### src/rtl/a429_tx_pkg.sv
package a429_tx_pkg;
  typedef enum logic [1:0] {
    LC_NULL = 2'b00,
    LC_ONE  = 2'b01,
    LC_ZERO = 2'b10
  } line_t;

  typedef enum logic [2:0] {
    S_IDLE,
    S_FETCH,
    S_DATA,
    S_NULL,
    S_GAP
  } seq_t;
endpackage

### src/rtl/a429_tx_fifo.sv
module a429_tx_fifo #(
  parameter int W     = 32,
  parameter int DEPTH = 32,
  parameter int HALF  = DEPTH / 2
) (
  input  logic         clk,
  input  logic         rst,
  input  logic         push,
  input  logic [W-1:0] wdata,
  input  logic         pop,
  output logic [W-1:0] rdata,
  output logic         accepted,
  output logic         empty,
  output logic         half_full,
  output logic         full
);
  localparam int AW = $clog2(DEPTH);
  localparam logic [AW:0]   CNT_MAX = (AW+1)'(DEPTH);
  localparam logic [AW:0]   CNT_HALF = (AW+1)'(HALF);
  localparam logic [AW-1:0] PTR_LAST = AW'(DEPTH - 1);

  logic [W-1:0]  mem [DEPTH];
  logic [AW-1:0] wr_ptr, rd_ptr;
  logic [AW:0]   count, count_nx;
  logic          do_push, do_pop;

  assign do_push  = push && (count != CNT_MAX);
  assign do_pop   = pop && (count != '0);
  assign accepted = do_push;
  assign empty    = (count == '0);

  always_comb begin
    count_nx = count;
    if (do_push && !do_pop) count_nx = count + 1'b1;
    else if (do_pop && !do_push) count_nx = count - 1'b1;
  end

  // storage without reset so it maps onto block RAM
  always_ff @(posedge clk) begin
    if (do_push) mem[wr_ptr] <= wdata;
    if (do_pop) rdata <= mem[rd_ptr];
  end

  always_ff @(posedge clk) begin
    if (rst) begin
      wr_ptr    <= '0;
      rd_ptr    <= '0;
      count     <= '0;
      half_full <= 1'b0;
      full      <= 1'b0;
    end else begin
      if (do_push) wr_ptr <= (wr_ptr == PTR_LAST) ? '0 : wr_ptr + 1'b1;
      if (do_pop)  rd_ptr <= (rd_ptr == PTR_LAST) ? '0 : rd_ptr + 1'b1;
      count     <= count_nx;
      half_full <= (count_nx >= CNT_HALF);
      full      <= (count_nx == CNT_MAX);
    end
  end
endmodule

### src/rtl/a429_tx_bitclk.sv
module a429_tx_bitclk #(
  parameter int FAST_DIV = 10,
  parameter int SLOW_DIV = 80
) (
  input  logic clk,
  input  logic rst,
  input  logic slow_rate,
  output logic bit_clk
);
  localparam int MAXD = (SLOW_DIV > FAST_DIV) ? SLOW_DIV : FAST_DIV;
  localparam int DW   = $clog2(MAXD);
  localparam logic [DW-1:0] FAST_LAST = DW'(FAST_DIV - 1);
  localparam logic [DW-1:0] SLOW_LAST = DW'(SLOW_DIV - 1);
  localparam logic [DW-1:0] FAST_MID  = DW'(FAST_DIV / 2);
  localparam logic [DW-1:0] SLOW_MID  = DW'(SLOW_DIV / 2);

  logic [DW-1:0] cnt;
  logic [DW-1:0] last, mid;

  assign last = slow_rate ? SLOW_LAST : FAST_LAST;
  assign mid  = slow_rate ? SLOW_MID : FAST_MID;

  always_ff @(posedge clk) begin
    if (rst) begin
      cnt     <= '0;
      bit_clk <= 1'b0;
    end else begin
      cnt     <= (cnt >= last) ? '0 : cnt + 1'b1;
      bit_clk <= (cnt < mid);
    end
  end
endmodule

### src/rtl/a429_tx_ser.sv
module a429_tx_ser
  import a429_tx_pkg::*;
#(
  parameter int W         = 32,
  parameter int FAST_HALF = 5,
  parameter int SLOW_HALF = 40,
  parameter int FAST_GAP  = 40,
  parameter int SLOW_GAP  = 320
) (
  input  logic         clk,
  input  logic         rst,
  input  logic         tx_en,
  input  logic         slow_rate,
  input  logic         par_en,
  input  logic         par_even,
  input  logic         force_null,
  input  logic         fifo_empty,
  input  logic [W-1:0] fifo_rdata,
  output logic         pop,
  output logic         word_done,
  output logic [1:0]   line_code
);
  localparam int MG   = (SLOW_GAP > FAST_GAP) ? SLOW_GAP : FAST_GAP;
  localparam int MH   = (SLOW_HALF > FAST_HALF) ? SLOW_HALF : FAST_HALF;
  localparam int MAXV = (MG > MH) ? MG : MH;
  localparam int CW   = $clog2(MAXV + 1);
  localparam int BW   = $clog2(W);
  localparam logic [BW-1:0] LAST_BIT = BW'(W - 1);
  localparam logic [CW-1:0] FH = CW'(FAST_HALF);
  localparam logic [CW-1:0] SH = CW'(SLOW_HALF);
  localparam logic [CW-1:0] FG = CW'(FAST_GAP);
  localparam logic [CW-1:0] SG = CW'(SLOW_GAP);

  seq_t          st;
  logic [CW-1:0] cnt, half_len, gap_len;
  logic [BW-1:0] bitn;
  logic [W-1:0]  shreg, loaded;
  logic          par_bit, can_start, half_end, gap_end;
  line_t         lc_q;

  assign par_bit   = (^fifo_rdata[W-2:0]) ^ ~par_even;
  assign loaded    = par_en ? {par_bit, fifo_rdata[W-2:0]} : fifo_rdata;
  assign can_start = tx_en && !fifo_empty;
  assign half_end  = (cnt == half_len - 1'b1);
  assign gap_end   = (cnt == gap_len - 2'd2);

  // the last gap cycle fetches the next word so the gap stays exact
  assign pop = ((st == S_IDLE) && can_start) || ((st == S_GAP) && gap_end && can_start);
  assign word_done = (st == S_NULL) && half_end && (bitn == LAST_BIT);

  always_ff @(posedge clk) begin
    if (rst) begin
      st       <= S_IDLE;
      cnt      <= '0;
      bitn     <= '0;
      shreg    <= '0;
      half_len <= FH;
      gap_len  <= FG;
    end else begin
      case (st)
        S_IDLE: if (can_start) st <= S_FETCH;
        S_FETCH: begin
          shreg    <= loaded;
          half_len <= slow_rate ? SH : FH;
          gap_len  <= slow_rate ? SG : FG;
          cnt      <= '0;
          bitn     <= '0;
          st       <= S_DATA;
        end
        S_DATA: begin
          if (half_end) begin
            cnt <= '0;
            st  <= S_NULL;
          end else cnt <= cnt + 1'b1;
        end
        S_NULL: begin
          if (half_end) begin
            cnt <= '0;
            if (bitn == LAST_BIT) st <= S_GAP;
            else begin
              bitn  <= bitn + 1'b1;
              shreg <= shreg >> 1;
              st    <= S_DATA;
            end
          end else cnt <= cnt + 1'b1;
        end
        S_GAP: begin
          if (gap_end) begin
            cnt <= '0;
            st  <= can_start ? S_FETCH : S_IDLE;
          end else cnt <= cnt + 1'b1;
        end
        default: st <= S_IDLE;
      endcase
    end
  end

  always_ff @(posedge clk) begin
    if (rst) lc_q <= LC_NULL;
    else if (force_null || st != S_DATA) lc_q <= LC_NULL;
    else lc_q <= shreg[0] ? LC_ONE : LC_ZERO;
  end

  assign line_code = lc_q;
endmodule

### src/rtl/a429_tx_seq.sv
module a429_tx_seq #(
  parameter int WORD_W    = 32,
  parameter int DEPTH     = 32,
  parameter int FAST_HALF = 5,
  parameter int SLOW_HALF = 40,
  parameter int FAST_GAP  = 40,
  parameter int SLOW_GAP  = 320
) (
  input  logic                  clk,
  input  logic                  rst,
  input  logic [WORD_W/2-1:0]   host_data,
  input  logic                  wr_lo,
  input  logic                  wr_hi,
  input  logic                  slow_rate,
  input  logic                  par_en,
  input  logic                  par_even,
  input  logic                  tx_en,
  input  logic                  force_null,
  output logic [1:0]            line_code,
  output logic                  bit_clk,
  output logic                  tx_ready,
  output logic                  half_full,
  output logic                  full
);
  localparam int HW = WORD_W / 2;

  logic [HW-1:0]     lo_hold;
  logic [WORD_W-1:0] rd_word;
  logic              accepted, empty, pop, word_done;

  always_ff @(posedge clk) begin
    if (rst) lo_hold <= '0;
    else if (wr_lo) lo_hold <= host_data;
  end

  a429_tx_fifo #(.W(WORD_W), .DEPTH(DEPTH), .HALF(DEPTH / 2)) u_fifo (
    .clk(clk), .rst(rst),
    .push(wr_hi), .wdata({host_data, lo_hold}),
    .pop(pop), .rdata(rd_word),
    .accepted(accepted), .empty(empty),
    .half_full(half_full), .full(full)
  );

  a429_tx_ser #(
    .W(WORD_W), .FAST_HALF(FAST_HALF), .SLOW_HALF(SLOW_HALF),
    .FAST_GAP(FAST_GAP), .SLOW_GAP(SLOW_GAP)
  ) u_ser (
    .clk(clk), .rst(rst), .tx_en(tx_en), .slow_rate(slow_rate),
    .par_en(par_en), .par_even(par_even), .force_null(force_null),
    .fifo_empty(empty), .fifo_rdata(rd_word),
    .pop(pop), .word_done(word_done), .line_code(line_code)
  );

  a429_tx_bitclk #(.FAST_DIV(2 * FAST_HALF), .SLOW_DIV(2 * SLOW_HALF)) u_bclk (
    .clk(clk), .rst(rst), .slow_rate(slow_rate), .bit_clk(bit_clk)
  );

  always_ff @(posedge clk) begin
    if (rst) tx_ready <= 1'b1;
    else if (accepted) tx_ready <= 1'b0;
    else if (word_done && empty) tx_ready <= 1'b1;
  end
endmodule

### config.mk
export PLATFORM = sky130hd
export DESIGN_NAME = a429_tx_seq
export DESIGN_NICKNAME = d
export VERILOG_FILES = /design/src/rtl/a429_tx_pkg.sv /design/src/rtl/a429_tx_fifo.sv /design/src/rtl/a429_tx_bitclk.sv /design/src/rtl/a429_tx_ser.sv /design/src/rtl/a429_tx_seq.sv
export SDC_FILE = /design/constraint.sdc
export NUM_CORES = 1
export LEC_CHECK = 0
export ABC_CLOCK_PERIOD_IN_PS = 4900
export BUFFER_PORTS_ARGS = -buffer_cell sky130_fd_sc_hd__buf_2
export CAP_MARGIN = 20
export CORE_AREA = 2 2 319 321
export CTS_CLUSTER_SIZE = 24
export DETAILED_ROUTE_END_ITERATION = 7
export DIE_AREA = 0 0 321 323
export GPL_TIMING_DRIVEN = 0
export MAX_ROUTING_LAYER = met4
export PLACE_DENSITY = 0.64
export SETUP_SLACK_MARGIN = 0.02
export SLEW_MARGIN = 5
export SYNTH_ARGS = -nofsm -noshare
export SYNTH_HDL_FRONTEND = slang
export SYNTH_SLANG_ARGS = --single-unit
### constraint.sdc
create_clock -name clk -period 4.9 [get_ports clk]
set_input_delay 0.245 -clock clk [delete_from_list [all_inputs] [get_ports clk]]
set_output_delay 0.245 -clock clk [all_outputs]
set_load 0.01 [all_outputs]
==> results.ini <==
[status]
status=completed

[final_layout]
final_area_sq_um=52000
drive_gt1_share_pct=29.3
fillCellCount=7697
fin_util_pct=51.6
stdcell_count=3759
area_growth_pct=16.1
nets=2399

[timing]
final_max_slew_viol_count=0
holdWs_ns=0.0684
tightest_slew_ns=1.18
fmax_mhz=259
post-route-min-period_ns=3.85
setup_viol=0
fin_skew_ns=0.0192
setup_ws_ns=1.05
slew_headroom_pct=21.6
post-route-period-util_pct=78.7
rsz0062_at_grt=no
final.setup.tns_ns=0
final_hold_viol_count=0

[synth]
mappedNetlistArea_sq_um=44800
synth_enable_flop_cells=1056
ys_seq_elements=1152
seq_area_frac_synth_pct=75.1
async_flop_share_pct=0
synth_flop_cell=edfxtp_1
yosys.area.top_type=edfxtp_1
synthTopCellsByArea=edfxtp_1 (71%), mux4_2 (16%), dfxtp_1 (4.3%)
avgSynthCellArea_sq_um=21.0
yosys_warnings=0
yosysTopAreaCellShare_pct=70.8
yosysUniqueCellTypes=58
synth_nets=2179
ys_top_cells_by_count=edfxtp_1 (1056), mux4_2 (320), nor2_1 (120)
synthMostInstantiatedCell=edfxtp_1
syn_inst=2132

[power_and_ir_drop]
sw_frac_of_total_pct=26.2
p_switching_mw=6.57
p_leak_nw=16.2
total_power_mw=25.0
ir_drop_uv=298
pwr-share-clk_pct=34.8
power_frac_seq_pct=45.3
power_density_nw_per_um2=482
combPwrFrac_pct=20.0
internal_power_mw=18.5

[floorplan]
start_util_pct=44.5
die-area_sq_um=104000
die_x_microns=321
die-height_microns=323
num_rows=117
fp.coreArea_sq_um=101000
ios=31

[route]
drt-pass1-iter-count=7
vias=22800
antenna_left=0
drt_iter0_drc=2962
drc=0
wirelength_mm=113
route.detailed.wl_per_inst_microns=29.9
viasPerCell=6.07

[clock_network]
cts_resized=0
htree_levels=3
cts.path.max_buffers=3
cts_sinks=1152
clock_latency_ns=0.69
root_buffer=clkbuf_16
cts_tree=done
cts_made_buffers=112
clk_pin_slew_ns=0.06

[placed_design]
gp_congestion=0.876
pre_cts_slack_ns=1.08
dp_hpwl_mm=73.7
dp.cells=3528
port_buffers=28
placed_area_sq_um=47900

[global_route]
grt_pass1_vias=22800
grt_busiest_layer=met2
grt_first_pass_wirelength_mm=161
met1_usage_pct=31.3
grt_max_degree=37
grt_usage_pct=22.5
gr-usage-met2_pct=33.9
use_met3_pct=4.14
gr-total-overflow=0
antenna_found_initial=3

[worst_setup_path]
path_class=flip-flop to flip-flop
cp.arrival_ns=4.22
critPathRequiredTime_ns=5.27
crit_path_end_kind=flip-flop
cp_max_fo=10
crit_path_start_kind=flip-flop

[hold_path]
hp-class=primary input to flip-flop

[flow_run]
drv_cap=0

-- power by group through the flow --
stage	registers [mW]	logic (mW)	clock network, mW
6_report	11.3	5.00	8.71
5_1_grt	11.4	5.28	9.21
4_1_cts	11.4	4.90	8.84
3_5_place_dp	11.6	4.87	0
3_3_place_gp	11.6	4.70	0
2_1_floorplan	11.5	3.39	0
-- repair_timing --
action / in CTS / in global routing
endpoints found under the hold margin: 5 / 0
setup buffers: 0 / 0
hold buffers: 3 / 0
-- flip-flops by register name (all words and copies together), names as in the netlist, 2 cells and up --
name,flops
u_fifo.rd_ptr,5
lo_hold,16
u_ser.bitn,5
u_fifo.rdata,32
u_ser.line_code,2
u_ser.st,3
u_fifo.count,6
u_ser.cnt,9
u_fifo.wr_ptr,5
u_ser.half_len,2
u_fifo.mem,1024
u_ser.shreg,32
u_bclk.cnt,7
-- kinds of logic (layout without fill, tap and decap cells) --
group	count (synthesis)	after routing	share of synthesized area (%)
fa+ha+maj	22	22	0.615
flops	1152	1152	75.1
compound gates	109	109	1.70
mux	370	370	17.3
other cells	0	2	0
xor+xnor	48	48	0.939
buf+inv	131	447	1.26
simple gates	300	300	3.07
-- layout make-up --
cell class	instances	area, sq um	share of cell area, %
sequential	1152	33600	64.7
multi-input combinational	849	10800	20.8
clock buffer	154	3280	6.31
tap	1309	1640	3.15
timing repair buffer	106	1570	3.01
buffer	118	518	0.996
clock inverter	56	487	0.936
inverter	13	48.8	0.0939
antenna	2	5.00	0.00963
-- cell usage in the layout, fill, tap and decap left out, drive strengths merged, types with 4 or more instances in the layout --
cell,netlist,final
nor2b,5,5
mux4,320,320
inv,13,17
and3,6,6
clkbuf,75,231
clkinvlp,0,5
nand2,101,101
a311oi,32,32
or3,6,6
clkinv,0,40
mux2i,17,17
o22ai,4,4
nor3b,7,7
mux2,33,33
a31oi,6,6
nor4,5,5
ha,22,22
nor2,120,120
edfxtp,1056,1056
nand3,13,13
bufinv,0,7
or3b,4,4
or4,5,5
xnor2,38,38
o21ai,19,19
nor3,11,11
xor2,10,10
buf,43,144
dfxtp,96,96
nor4b,4,4
a211oi,8,8
a21oi,28,28
-- worst paths after layout --
path | start | end | slack (ns) | cells past startpoint
min | rst | u_ser.st[1]$_SDFFE_PP0P_ | 0.07 | 3
max | u_fifo.count[0]$_SDFF_PP0_ | u_fifo.mem[15][11]$_DFFE_PP_ | 1.05 | 9
min reg2reg | u_ser.shreg[7]$_SDFFE_PP0P_ | u_ser.shreg[6]$_SDFFE_PP0P_ | 0.47 | 2
max reg2reg | u_fifo.count[0]$_SDFF_PP0_ | u_fifo.mem[15][11]$_DFFE_PP_ | 1.05 | 9
-- worst max-delay path, stage by stage, from the launching register on --
cell,delay (ns)
dfxtp_1,0.41
inv_1,0.09
ha_1,0.23
nor4b_1,0.17
a21boi_2,0.38
clkbuf_1,0.40
nand3_1,0.34
nor3b_2,0.93
buf_4,0.35
buf_4,0.23
-- routing by layer --
metal | up-vias | wire length (microns)
met3 | 252 | 10300
met1 | 12100 | 46200
met4 | 0 | 4040
li1 | 9253 | -
met5 | - | 0
met2 | 1213 | 52100
No activity file was read; power rests on OpenSTA's default activity.
